File: src/rtl/pirq_pkg.sv
package pirq_pkg;
    localparam int LINES   = 4;
    localparam int IRQS    = 16;
    localparam int IDX_W   = 8;
    localparam int DAT_W   = 8;
    localparam int CODE_W  = 4;
    localparam int NUM_W   = $clog2(IRQS);
    localparam int ROUTE_REGS = LINES / 2;

    localparam logic [IDX_W-1:0] IDX_ROUTE_A = 8'h42;
    localparam logic [IDX_W-1:0] IDX_ROUTE_B = 8'h43;
    localparam logic [IDX_W-1:0] IDX_SENSE   = 8'h44;

    typedef struct packed {
        logic [ROUTE_REGS-1:0][DAT_W-1:0] route;
        logic [LINES-1:0]                 sense;
    } cfg_t;

    typedef struct packed {
        logic             hit;
        logic [NUM_W-1:0] num;
    } target_t;

    function automatic target_t code_to_target(input logic [CODE_W-1:0] code);
        target_t t;
        t.hit = 1'b1;
        t.num = '0;
        case (code)
            4'd1:    t.num = 4'd9;
            4'd2:    t.num = 4'd3;
            4'd3:    t.num = 4'd10;
            4'd4:    t.num = 4'd4;
            4'd5:    t.num = 4'd5;
            4'd6:    t.num = 4'd7;
            4'd7:    t.num = 4'd6;
            4'd9:    t.num = 4'd11;
            4'd11:   t.num = 4'd12;
            4'd13:   t.num = 4'd14;
            4'd15:   t.num = 4'd15;
            default: t.hit = 1'b0;
        endcase
        return t;
    endfunction
endpackage

File: src/rtl/pirq_sync.sv
module pirq_sync #(
    parameter int W      = 4,
    parameter int STAGES = 2
) (
    input  logic         clk,
    input  logic         rst_n,
    input  logic [W-1:0] async_in,
    output logic [W-1:0] sync_out
);
    logic [STAGES-1:0][W-1:0] chain_d, chain_q;

    always_comb begin
        chain_d[0] = async_in;
        for (int s = 1; s < STAGES; s++) begin
            chain_d[s] = chain_q[s-1];
        end
    end

    always_ff @(posedge clk or negedge rst_n) begin
        if (!rst_n) chain_q <= '1;
        else        chain_q <= chain_d;
    end

    assign sync_out = chain_q[STAGES-1];
endmodule

File: src/rtl/pirq_shape.sv
module pirq_shape #(
    parameter int W = 4
) (
    input  logic         clk,
    input  logic         rst_n,
    input  logic [W-1:0] active,
    input  logic [W-1:0] edge_mode,
    output logic [W-1:0] req
);
    logic [W-1:0] prev_d, prev_q;

    always_comb begin
        prev_d = active;
        for (int i = 0; i < W; i++) begin
            req[i] = edge_mode[i] ? (active[i] & ~prev_q[i]) : active[i];
        end
    end

    always_ff @(posedge clk or negedge rst_n) begin
        if (!rst_n) prev_q <= '0;
        else        prev_q <= prev_d;
    end

    for (genvar g = 0; g < W; g++) begin : g_chk
        p_edge_one_cycle_r6: assert property (@(posedge clk) disable iff (!rst_n)
            (req[g] && edge_mode[g]) |=> !(req[g] && edge_mode[g]));
    end
endmodule

File: src/rtl/pirq_cfg_regs.sv
module pirq_cfg_regs
    import pirq_pkg::*;
(
    input  logic             clk,
    input  logic             rst_n,
    input  logic [IDX_W-1:0] idx,
    input  logic [DAT_W-1:0] wdata,
    input  logic             we,
    output logic [DAT_W-1:0] rdata,
    output cfg_t             cfg
);
    cfg_t cfg_d, cfg_q;
    logic idx_known;

    always_comb begin
        cfg_d = cfg_q;
        if (we) begin
            case (idx)
                IDX_ROUTE_A: cfg_d.route[0] = wdata;
                IDX_ROUTE_B: cfg_d.route[1] = wdata;
                IDX_SENSE:   cfg_d.sense    = wdata[LINES-1:0];
                default: ;
            endcase
        end
        case (idx)
            IDX_ROUTE_A: rdata = cfg_q.route[0];
            IDX_ROUTE_B: rdata = cfg_q.route[1];
            IDX_SENSE:   rdata = {{(DAT_W-LINES){1'b0}}, cfg_q.sense};
            default:     rdata = '0;
        endcase
    end

    always_ff @(posedge clk or negedge rst_n) begin
        if (!rst_n) cfg_q <= '0;
        else        cfg_q <= cfg_d;
    end

    assign cfg = cfg_q;
    assign idx_known = (idx == IDX_ROUTE_A) || (idx == IDX_ROUTE_B) || (idx == IDX_SENSE);

    p_reset_clear_r8: assert property (@(posedge clk)
        !rst_n |=> (cfg_q == '0));
    p_foreign_write_r10: assert property (@(posedge clk) disable iff (!rst_n)
        (we && !idx_known) |=> $stable(cfg_q));
    p_sense_high_zero_r4: assert property (@(posedge clk) disable iff (!rst_n)
        (idx == IDX_SENSE) |-> (rdata[DAT_W-1:LINES] == '0));
endmodule

File: src/rtl/pirq_steer.sv
module pirq_steer
    import pirq_pkg::*;
#(
    parameter int SYNC_STAGES = 2
) (
    input  logic             clk,
    input  logic             rst_n,
    input  logic [LINES-1:0] pci_int_n,
    input  logic [IDX_W-1:0] reg_idx,
    input  logic [DAT_W-1:0] reg_wdata,
    input  logic             reg_we,
    output logic [DAT_W-1:0] reg_rdata,
    output logic [IRQS-1:0]  isa_irq
);
    cfg_t                         cfg;
    logic [LINES-1:0]             syn_n;
    logic [LINES-1:0]             req;
    logic [LINES-1:0][CODE_W-1:0] code;
    target_t [LINES-1:0]          tgt;
    logic [IRQS-1:0]              irq_d;

    pirq_cfg_regs u_regs (
        .clk   (clk),
        .rst_n (rst_n),
        .idx   (reg_idx),
        .wdata (reg_wdata),
        .we    (reg_we),
        .rdata (reg_rdata),
        .cfg   (cfg)
    );

    pirq_sync #(.W(LINES), .STAGES(SYNC_STAGES)) u_sync (
        .clk      (clk),
        .rst_n    (rst_n),
        .async_in (pci_int_n),
        .sync_out (syn_n)
    );

    pirq_shape #(.W(LINES)) u_shape (
        .clk       (clk),
        .rst_n     (rst_n),
        .active    (~syn_n),
        .edge_mode (cfg.sense),
        .req       (req)
    );

    for (genvar g = 0; g < LINES; g++) begin : g_line
        assign code[g] = cfg.route[g/2][(g%2)*CODE_W +: CODE_W];
        assign tgt[g]  = code_to_target(code[g]);
    end

    always_comb begin
        irq_d = '0;
        for (int i = 0; i < LINES; i++) begin
            if (req[i] && tgt[i].hit) irq_d[tgt[i].num] = 1'b1;
        end
    end

    assign isa_irq = irq_d;

    logic all_quiet;
    always_comb begin
        all_quiet = 1'b1;
        for (int i = 0; i < LINES; i++) begin
            if (!((code[i] == '0) || (code[i][3] && !code[i][0]))) all_quiet = 1'b0;
        end
    end

    p_reserved_silent_r3: assert property (@(posedge clk) disable iff (!rst_n)
        all_quiet |-> (isa_irq == '0));
    p_no_irq_without_input_r5: assert property (@(posedge clk) disable iff (!rst_n)
        (syn_n == '1) |-> (isa_irq == '0));
endmodule

File: config.mk
export PLATFORM = sky130hd
export DESIGN_NAME = pirq_steer
export DESIGN_NICKNAME = d
export VERILOG_FILES = /design/src/rtl/pirq_pkg.sv /design/src/rtl/pirq_sync.sv /design/src/rtl/pirq_shape.sv /design/src/rtl/pirq_cfg_regs.sv /design/src/rtl/pirq_steer.sv
export SDC_FILE = /design/constraint.sdc
export NUM_CORES = 1
export LEC_CHECK = 0
export ABC_AREA = 1
export ABC_CLOCK_PERIOD_IN_PS = 3100
export BUFFER_PORTS_ARGS = -buffer_cell sky130_fd_sc_hd__buf_4
export CORE_ASPECT_RATIO = 0.9
export CORE_MARGIN = 3
export CORE_UTILIZATION = 50
export DETAILED_ROUTE_END_ITERATION = 6
export GPL_ROUTABILITY_DRIVEN = 0
export PLACE_DENSITY = 0.75
export SETUP_SLACK_MARGIN = 0.3
export SLEW_MARGIN = 5
export SYNTH_ARGS = -nofsm -noshare
export SYNTH_HDL_FRONTEND = slang
export SYNTH_SLANG_ARGS = --single-unit
File: constraint.sdc
create_clock -name clk -period 3.1 [get_ports clk]
set_clock_uncertainty 0.15 [all_clocks]
set_input_delay 0.465 -clock clk [delete_from_list [all_inputs] [get_ports clk]]
set_output_delay 0.465 -clock clk [all_outputs]
set_load 0.05 [all_outputs]
==> summary.txt <==
GRT
  • GRT overflow: 0
  • Initial antenna violation count: 0
  • Pin count of the biggest net entering global routing: 33
  • Global Route Usage Sum: 0.2344
  • First-pass GRT wire length: between 8000 and 9000 µm
  • Vias in the first global route: between 1500 and 2000

Min path
  • Hold crit path type: input port to register
  • Worst Hold Endpoint: u_sync.chain_d[4]
  • Hold path startpoint: pci_int_n[0]
  • Worst Hold Depth: 1

Layout
  • Fraction of layout cells with a size suffix above 1: 0.1816
  • Final Core Density: 0.6508
  • Final non-filler cell total: around 390
  • Area grow syn2layout: 20.30%
  • Ant diodes: 0
  • Finished Cell Area: around 2500 µm²
  • Fin nets: approximately 370

Logic synthesis
  • Post-synthesis register bit count: 32
  • Ys async rst share: 1.000
  • Synth Instances: around 300
  • Syn Std Cell Area: between 2000 and 2500 µm²
  • Synth Flop Type: dfrtp_1
  • Post-synthesis cell type count: 26
  • Most common library cells after synthesis: nand2_1, nand3_1, inv_1
  • Mean Syn Cell Area: slightly below 7 µm²
  • Sequential share of the synthesized area: 0.3880
  • Number of synthesized flops with an enable pin: 0
  • Share of the synthesized area in the top cell type: 0.2874
  • Area contributors post-synth: dfrtp_1, nand2_1, dfstp_2
  • YS warnings: 0
  • Count leader, synth: nand2_1
  • Synth area leader: dfrtp_1

Power
  • Leak: ~1.3 nW
  • Total power: between 1 and 1.5 mW
  • Peak supply drop: ~350 µV
  • PD cells: 439.5 nW/µm²
  • Clock share of power: 0.357
  • Sw frac: 0.3157
  • Share of power burned in registers: 0.426
  • Gate power share: 0.217
  • Switching power: about 0.35 mW
  • P_int: around 0.76 mW

Route
  • Final WL: roughly 5400 µm
  • DRT iter0 DRCs: 179
  • Wire per inst: about 14 µm
  • DRT antenna net count: 0
  • First drt pass iteration count: 5
  • DRC: 0
  • Total vias in the final route: about 2200
  • Via-per-instance ratio: 5.483

Critical path
  • Flop2flop setup slack: between 2 and 2.5 ns
  • Crit path kind: register to primary output
  • Worst reg2reg startpoint: u_regs.cfg[17]
  • Worst setup EP type: primary output
  • Crit-path cells: a21oi_1 > o21a_1 > nand3_1 > nand2_1 > inv_1 > nand2_1 > buf_4
  • Slowest stage cell, crit path: a21oi_1
  • Cell mode on critical path: nand2_1
  • Buf/Inv on CP: 2
  • Worst Path Max Fanout: 6
  • CP required: ~2.5 ns
  • Worst reg2reg path depth: 2
  • Worst r2r dst: u_regs.cfg[17]
  • Slowest stage delay, CP: 0.48 ns
  • Worst path top cell family by delay: compound AO/OA/AOI/OAI gates
  • Arr. time, crit path: approximately 1.9 ns
  • Worst setup SP type: register

STA
  • Minimum clock period: about 2.5 ns
  • Max Fclk: a little under 400 MHz
  • Tcrit/Tclk final: 0.8205
  • Worst-Margin Slew: 0.5507 ns
  • Fin Setup TNS: 0 ns
  • Final setup vio count: 0
  • Relative slew margins: 0.6328
  • Final Hold Fails: 0
  • Max Transition Viols Final: 0
  • RSZ-0062 raised after global routing: false

CTS
  • Post-CTS Setup Bufs: 0
  • Worst-Skew Late Latency: 0.29 ns
  • Hold_buf cts: 1
  • CTS Buf Count: 5
  • Root buffer cell: clkbuf_8
  • CTS tree: yes
  • Clock sink total: 32
  • Post_cts resized: 0
  • CTS clk-pin slew, worst paths: 0.07 ns
  • Depth of the CTS H-tree: 2
  • Clk buf depth: 2

Status
  • Status: completed

Floorplan
  • Die Y-Extent: between 60 and 70 µm
  • Die Span X: between 70 and 80 µm
  • Initial Util: 0.5410
  • Std cell rows: 21
  • Die area: roughly 5000 µm²
  • Ports: 47
  • Core area: 3862 µm²

Placed design
  • Port bufs: a little over 40
  • Area after DPL: between 2000 and 2500 µm²
  • Placed cells: approximately 380
  • Post-DP HPWL: 4245 µm

Job
  • Max Cap Violations: 0
sequential cells by signal (all words and copies together) (netlist names):
signal,count
u_regs.cfg,20
u_shape.prev_q,4
u_sync.chain_d,4
u_sync.sync_out,4
cells by family after synthesis:
group                  synth area share
AO/OA/AOI/OAI                   0.07425
buffers and inverters            0.1072
flip-flops                       0.3880
other                          0.001795
AND/OR/NAND/NOR                  0.4287
layer usage:
metal	global-route usage	vias up	wire [µm]
li1	-	1081	-
met1	0.3386	968	2453
met2	0.3440	96	2387
met3	0.06548	10	454
met4	0.06335	0	61
met5	0	-	0
layout by cell type, fill, tap and decap left out, types with 2 or more instances in the layout:
master     n
nand2_1   79
buf_4     41
nand3_1   40
inv_1     37
nor2_1    36
dfrtp_1   24
nand4_1   20
a21oi_1   13
o21ai_0   10
nor3_1     9
dfstp_2    8
conb_1     5
clkbuf_8   5
o22ai_1    4
clkinv_1   2
o21a_1     2
worst reg2reg max path, stage by stage, from the launching register on:
cell	delay (ns)
dfrtp_1	0.49
inv_1	0.17
o21ai_0	0.18
how the worst max path moves through the flow:
| stage | slack, ns | cells after the start | start | end |
|---|---|---|---|---|
| floorplan | 0.66 | 5 | reg_idx[2] | reg_rdata[4] |
| global placement | 0.84 | 6 | reg_idx[6] | reg_rdata[4] |
| detailed placement | 0.80 | 7 | reg_idx[2] | reg_rdata[7] |
| CTS | 0.58 | 7 | u_regs.cfg[3] | isa_irq[11] |
| global route | 0.40 | 7 | u_regs.cfg[3] | isa_irq[11] |
| finish | 0.56 | 7 | u_regs.cfg[3] | isa_irq[11] |
cell type report:
type | count | area [µm²]
repair buffers | 42 | 317.8
well taps | 46 | 57.56
clock buffers | 6 | 72.57
flip-flops and latches | 32 | 810.8
clock inverters | 2 | 35.03
inverters | 40 | 150.1
multi-input cells | 225 | 1070
fillers | 374 | 1349
power groups by stage:
stage / Combinational [mW] / Clock [mW] / Sequential, mW
after floorplan: 0.170 / 0 / 0.467
after global placement: 0.235 / 0 / 0.477
after detailed placement: 0.238 / 0 / 0.477
after CTS: 0.239 / 0.399 / 0.470
after global routing: 0.266 / 0.425 / 0.475
final: 0.240 / 0.394 / 0.470
metrics by stage:
stage	setup slack, ns	hold slack, ns
floorplan	0.6604	0.01941
global placement	0.8388	0.1976
detailed placement	0.8043	0.1968
CTS	0.5843	0.1263
global route	0.4032	0.1153
finish	0.5565	0.1312
Power figures use the tool's default switching activity.
